## config.mk

```make
export PLATFORM = sky130hd
export DESIGN_NAME = irq_vec_responder
export DESIGN_NICKNAME = d
export VERILOG_FILES = /design/src/rtl/irq_resp_pkg.sv /design/src/rtl/irq_req_hold.sv /design/src/rtl/iack_decode.sv /design/src/rtl/iack_resp.sv /design/src/rtl/irq_vec_responder.sv
export SDC_FILE = /design/constraint.sdc
export NUM_CORES = 1
export LEC_CHECK = 0
export ABC_AREA = 0
export BUFFER_PORTS_ARGS = -buffer_cell sky130_fd_sc_hd__buf_2
export CAP_MARGIN = 20
export CORE_AREA = 4 4 48 50
export CTS_BUF_LIST = sky130_fd_sc_hd__clkbuf_8
export CTS_CLUSTER_SIZE = 30
export DETAILED_ROUTE_END_ITERATION = 12
export DIE_AREA = 0 0 52 54
export PLACE_DENSITY = 0.73
export SYNTH_ARGS = -nofsm -noshare
export SYNTH_HDL_FRONTEND = slang
export SYNTH_SLANG_ARGS = --single-unit
```

## constraint.sdc

```tcl
create_clock -name clk_i -period 1.8 [get_ports clk_i]
set_input_delay 0.18 -clock clk_i [delete_from_list [all_inputs] [get_ports clk_i]]
set_output_delay 0.18 -clock clk_i [all_outputs]
set_load 0.005 [all_outputs]
```

## src/rtl/irq_resp_pkg.sv

```systemverilog
package irq_resp_pkg;
  typedef enum logic {
    RS_IDLE,
    RS_ACTIVE
  } rsp_state_e;
endpackage

```

## src/rtl/irq_req_hold.sv

```systemverilog
module irq_req_hold #(
  parameter int LVL_W = 3
) (
  input  logic             clk_i,
  input  logic             rst_ni,
  input  logic             raise_i,
  input  logic [LVL_W-1:0] raise_lvl_i,
  input  logic             clear_i,
  output logic             pend_o,
  output logic [LVL_W-1:0] lvl_o
);
  logic             pend_q;
  logic [LVL_W-1:0] lvl_q;
  logic             raise_ok;

  assign raise_ok = raise_i && (raise_lvl_i != '0);

  always_ff @(posedge clk_i or negedge rst_ni) begin
    if (!rst_ni) begin
      pend_q <= 1'b0;
      lvl_q  <= '0;
    end else if (raise_ok) begin
      // a clear in the same cycle lets the new raise re-arm at its own level
      if (!pend_q || clear_i || (raise_lvl_i > lvl_q)) lvl_q <= raise_lvl_i;
      pend_q <= 1'b1;
    end else if (clear_i) begin
      pend_q <= 1'b0;
      lvl_q  <= '0;
    end
  end

  assign pend_o = pend_q;
  assign lvl_o  = pend_q ? lvl_q : '0;
endmodule

```

## src/rtl/iack_decode.sv

```systemverilog
module iack_decode #(
  parameter int LVL_W = 3
) (
  input  logic             iack_i,
  input  logic [LVL_W-1:0] ack_lvl_i,
  input  logic             pend_i,
  input  logic [LVL_W-1:0] lvl_i,
  output logic             hit_o
);
  assign hit_o = iack_i && pend_i && (lvl_i != '0) && (ack_lvl_i == lvl_i);
endmodule

```

## src/rtl/iack_resp.sv

```systemverilog
module iack_resp
  import irq_resp_pkg::*;
#(
  parameter int VEC_W = 8
) (
  input  logic             clk_i,
  input  logic             rst_ni,
  input  logic             hit_i,
  input  logic             iack_i,
  input  logic             vec_en_i,
  input  logic [VEC_W-1:0] vector_i,
  output logic             done_o,
  output logic [VEC_W-1:0] data_o,
  output logic             data_oe_o,
  output logic             dtack_o,
  output logic             vpa_o
);
  rsp_state_e       state_q;
  logic             mode_vec_q;
  logic [VEC_W-1:0] vec_q;
  logic             active;

  assign active = (state_q == RS_ACTIVE);
  assign done_o = active && !iack_i;

  always_ff @(posedge clk_i or negedge rst_ni) begin
    if (!rst_ni) begin
      state_q    <= RS_IDLE;
      mode_vec_q <= 1'b0;
      vec_q      <= '0;
    end else begin
      case (state_q)
        RS_IDLE: if (hit_i) begin
          state_q    <= RS_ACTIVE;
          mode_vec_q <= vec_en_i;
          vec_q      <= vector_i;
        end
        RS_ACTIVE: if (!iack_i) state_q <= RS_IDLE;
        default: state_q <= RS_IDLE;
      endcase
    end
  end

  assign dtack_o   = active && mode_vec_q;
  assign data_oe_o = active && mode_vec_q;
  assign vpa_o     = active && !mode_vec_q;
  assign data_o    = (active && mode_vec_q) ? vec_q : '0;
endmodule

```

## src/rtl/irq_vec_responder.sv

```systemverilog
module irq_vec_responder #(
  parameter int LVL_W = 3,
  parameter int VEC_W = 8
) (
  input  logic             clk_i,
  input  logic             rst_ni,
  input  logic             raise_i,
  input  logic [LVL_W-1:0] raise_lvl_i,
  input  logic             vec_en_i,
  input  logic [VEC_W-1:0] vector_i,
  input  logic             iack_i,
  input  logic [LVL_W-1:0] ack_addr_i,
  output logic [LVL_W-1:0] ipl_o,
  output logic [VEC_W-1:0] data_o,
  output logic             data_oe_o,
  output logic             dtack_o,
  output logic             vpa_o
);
  logic             pend;
  logic [LVL_W-1:0] lvl;
  logic             hit;
  logic             done;

  irq_req_hold #(.LVL_W(LVL_W)) u_hold (
    .clk_i      (clk_i),
    .rst_ni     (rst_ni),
    .raise_i    (raise_i),
    .raise_lvl_i(raise_lvl_i),
    .clear_i    (done),
    .pend_o     (pend),
    .lvl_o      (lvl)
  );

  iack_decode #(.LVL_W(LVL_W)) u_dec (
    .iack_i   (iack_i),
    .ack_lvl_i(ack_addr_i),
    .pend_i   (pend),
    .lvl_i    (lvl),
    .hit_o    (hit)
  );

  iack_resp #(.VEC_W(VEC_W)) u_resp (
    .clk_i    (clk_i),
    .rst_ni   (rst_ni),
    .hit_i    (hit),
    .iack_i   (iack_i),
    .vec_en_i (vec_en_i),
    .vector_i (vector_i),
    .done_o   (done),
    .data_o   (data_o),
    .data_oe_o(data_oe_o),
    .dtack_o  (dtack_o),
    .vpa_o    (vpa_o)
  );

  assign ipl_o = lvl;
endmodule

```

==> results.yml <==
sta:
  relSlewSlack: 0.789
  hold_violations: 0
  grt_setup_unrepaired: "yes"
  final-setup-viol-count: 1
  setup_ws_ps: -5.25
  worst_pin_slew_ps: 314
  fin_skew_ps: 2.11
  drv_slew: 0
  fin_crit_sh: 1.00
  period_needed_ps: 1810
  fmax_ghz: 0.554
synth:
  post-synth-top-area-fraction: 0.455
  syn_nets: 91
  synth_ff_type: "dfrtp_1"
  synth-edff-count: 0
  post-synth-top-area-cell: "dfrtp_1"
  ys_top_cells_by_count: "dfrtp_1, and3_1, mux2_2"
  yosys-top-cells-area: "dfrtp_1, mux2_2, and3_1, ha_1, and2_1"
  synthDistinctLibCells: 25
  ys_async_sr_fraction: 1.00
  ys_ff_latch: 14
  syn_area_um2: 769
  yosysSeqAreaShare: 0.455
  syn_inst: 69
  synth.most_common_cell: "dfrtp_1"
  ys_warn_count: 0
  avgSynthCellArea_um2: 11.2
global_route:
  grt_use_total: 0.131
  use_met1: 0.137
  grt_pass1_wl_mm: 2.67
  grt_pass1_vias: 634
  antenna_found_initial: 0
  met3_usage: 0.0194
  use_met2: 0.245
  grt_max_degree: 15
  grt_overflow_total: 0
  grt-busiest-layer: "met2"
finish:
  num_antenna_cells: 0
  utilization: 0.551
  drive_above_1_share: 0.486
  fillCellCount: 171
  final_net_count: 128
  area_delta_synth_final_pct: 36.3
  layoutNonFillerInstCount: 132
status:
  status: "finished, violations left"
  violations: "negative setup slack"
worst_setup_path:
  worst_setup_path_end_kind: "flip-flop"
  crit_fanout: 10
  rrSetupSlack_ps: -5
  criticalPathCategory: "reg2reg"
  arrival_ps: 1930
  reg2reg_depth: 5
  startpoint_type: "flip-flop"
  crit_required_ps: 1920
cts:
  numCtsBuffers: 3
  numClockSinks: 14
  clk_pin_slew_ps: 60
  htreeDepth: 1
  root_buffer: "clkbuf_8"
  cts_tree: "done"
  clock_latency_ps: 240
  cts.path.max_buffers: 2
floorplanning:
  core_area_mm2: 0.00190
  num_io_pins: 33
  rows: 16
  die_x_um: 52
  die_height_um: 54
  initial_core_util: 0.405
  die-area_mm2: 0.00281
place:
  dp_slack_ps: -31.4
  dp.cells: 126
  dp_hpwl_mm: 1.26
  gp_congestion: 0.717
  port_buffers: 32
pwr:
  p_leak_nw: 0.570
  cellPowerDensity_mw_per_mm2: 1360
  power_mw: 1.42
  peakVddDrop_v: 0.000510
detailed_routing:
  drt_iter0_drc: 7
  vias: 638
  drt_first_pass_iters: 4
  wire_per_inst_um: 11.8
  antenna_left: 0
  via_per_inst: 4.83
  totalWireLength_mm: 1.56
  drcViolationCount: 0
min_path:
  hp-class: "in2reg"
  hold_depth: 2
job:
  cap_violations: 0
## final cells by class
type | instances | area (um2) | share of cell area
inverters | 3 | 11.3 | 0.0107
multi-input cells | 49 | 400 | 0.382
clock buffers | 4 | 55.1 | 0.0525
flip-flops and latches | 14 | 350 | 0.334
repair buffers | 35 | 198 | 0.189
well taps | 27 | 33.8 | 0.0322
## worst paths after layout
| path | startpoint | to |
|---|---|---|
| min | vector_i[5] | u_resp.vec_q[5] |
| max reg2reg | u_hold.lvl_q[0] | u_resp.vec_q[1] |
| min in group asynchronous | rst_ni | u_resp.vec_q[0] |
| max in group asynchronous | rst_ni | u_resp.vec_q[5] |
| max | u_hold.lvl_q[0] | u_resp.vec_q[1] |
| min reg2reg | u_resp.vec_q[0] | u_resp.vec_q[0] |
## flip-flops by register name (all words and copies together), names as in the netlist
signal             count
u_resp.active          1
u_resp.vec_q           8
u_hold.lvl_q           3
u_hold.pend_o          1
u_resp.mode_vec_q      1
## metal layers
layer  up-vias  wire (um)
li1        320          -
met1       304        629
met2        12        848
met3         2         52
met4         0         25
met5         -          0
## worst max-delay path, cell delays in order (launching register included)
cell and delay (ps):
dfrtp_1 370, or3b_1 360, a211o_1 330, a21oi_4 150
buf_12 150, mux2_2 330
## power by group
group          switching (mW)  total (mW)  internal, mW
clock                   0.102       0.295         0.193
combinational           0.215       0.550         0.335
sequential              0.117       0.577         0.459
## what timing repair did
| action | in CTS | in global routing |
|---|---|---|
| pin swaps | 1 | 2 |
| endpoints found under the hold margin | 14 | 0 |
| gates resized for setup | 0 | 2 |
| setup buffers | 1 | 0 |
| setup endpoints to repair | 9 | 9 |
| hold buffers | 1 | 0 |
## cells in the final DEF (no fill, tap or decap), types with 2 or more instances in the layout
master,count
dfrtp_1,14
mux2_2,7
and3_1,10
xnor2_1,2
inv_1,3
ha_1,3
a22o_1,2
and2_1,3
nand2_1,4
mux2_4,2
nand3_1,3
buf_2,32
clkbuf_8,4
## metrics by stage
stage / setup TNS (ps) / hold WS, ps / cell area (um2)
3_3_place_gp: -61.8 / 84.3 / 956
6_report: -5.25 / 172 / 1050
3_5_place_dp: -192 / 91.5 / 956
5_1_grt: -312 / 166 / 1050
2_1_floorplan: -31.0 / -116 / 769
4_1_cts: 0 / 166 / 1040
## kinds of logic (layout without fill, tap and decap cells)
| family | after synthesis | after routing | share of synthesized area |
|---|---|---|---|
| AOI/OAI and AO/OA | 8 | 8 | 0.0959 |
| xor gates and xnor gates | 2 | 2 | 0.0228 |
| adders and majority gates | 3 | 3 | 0.0488 |
| buffers and inverters | 6 | 42 | 0.0342 |
| DFF | 14 | 14 | 0.455 |
| muxes | 9 | 9 | 0.132 |
| and+or+nand+nor | 27 | 27 | 0.211 |
(Power assumes the default switching activity.)
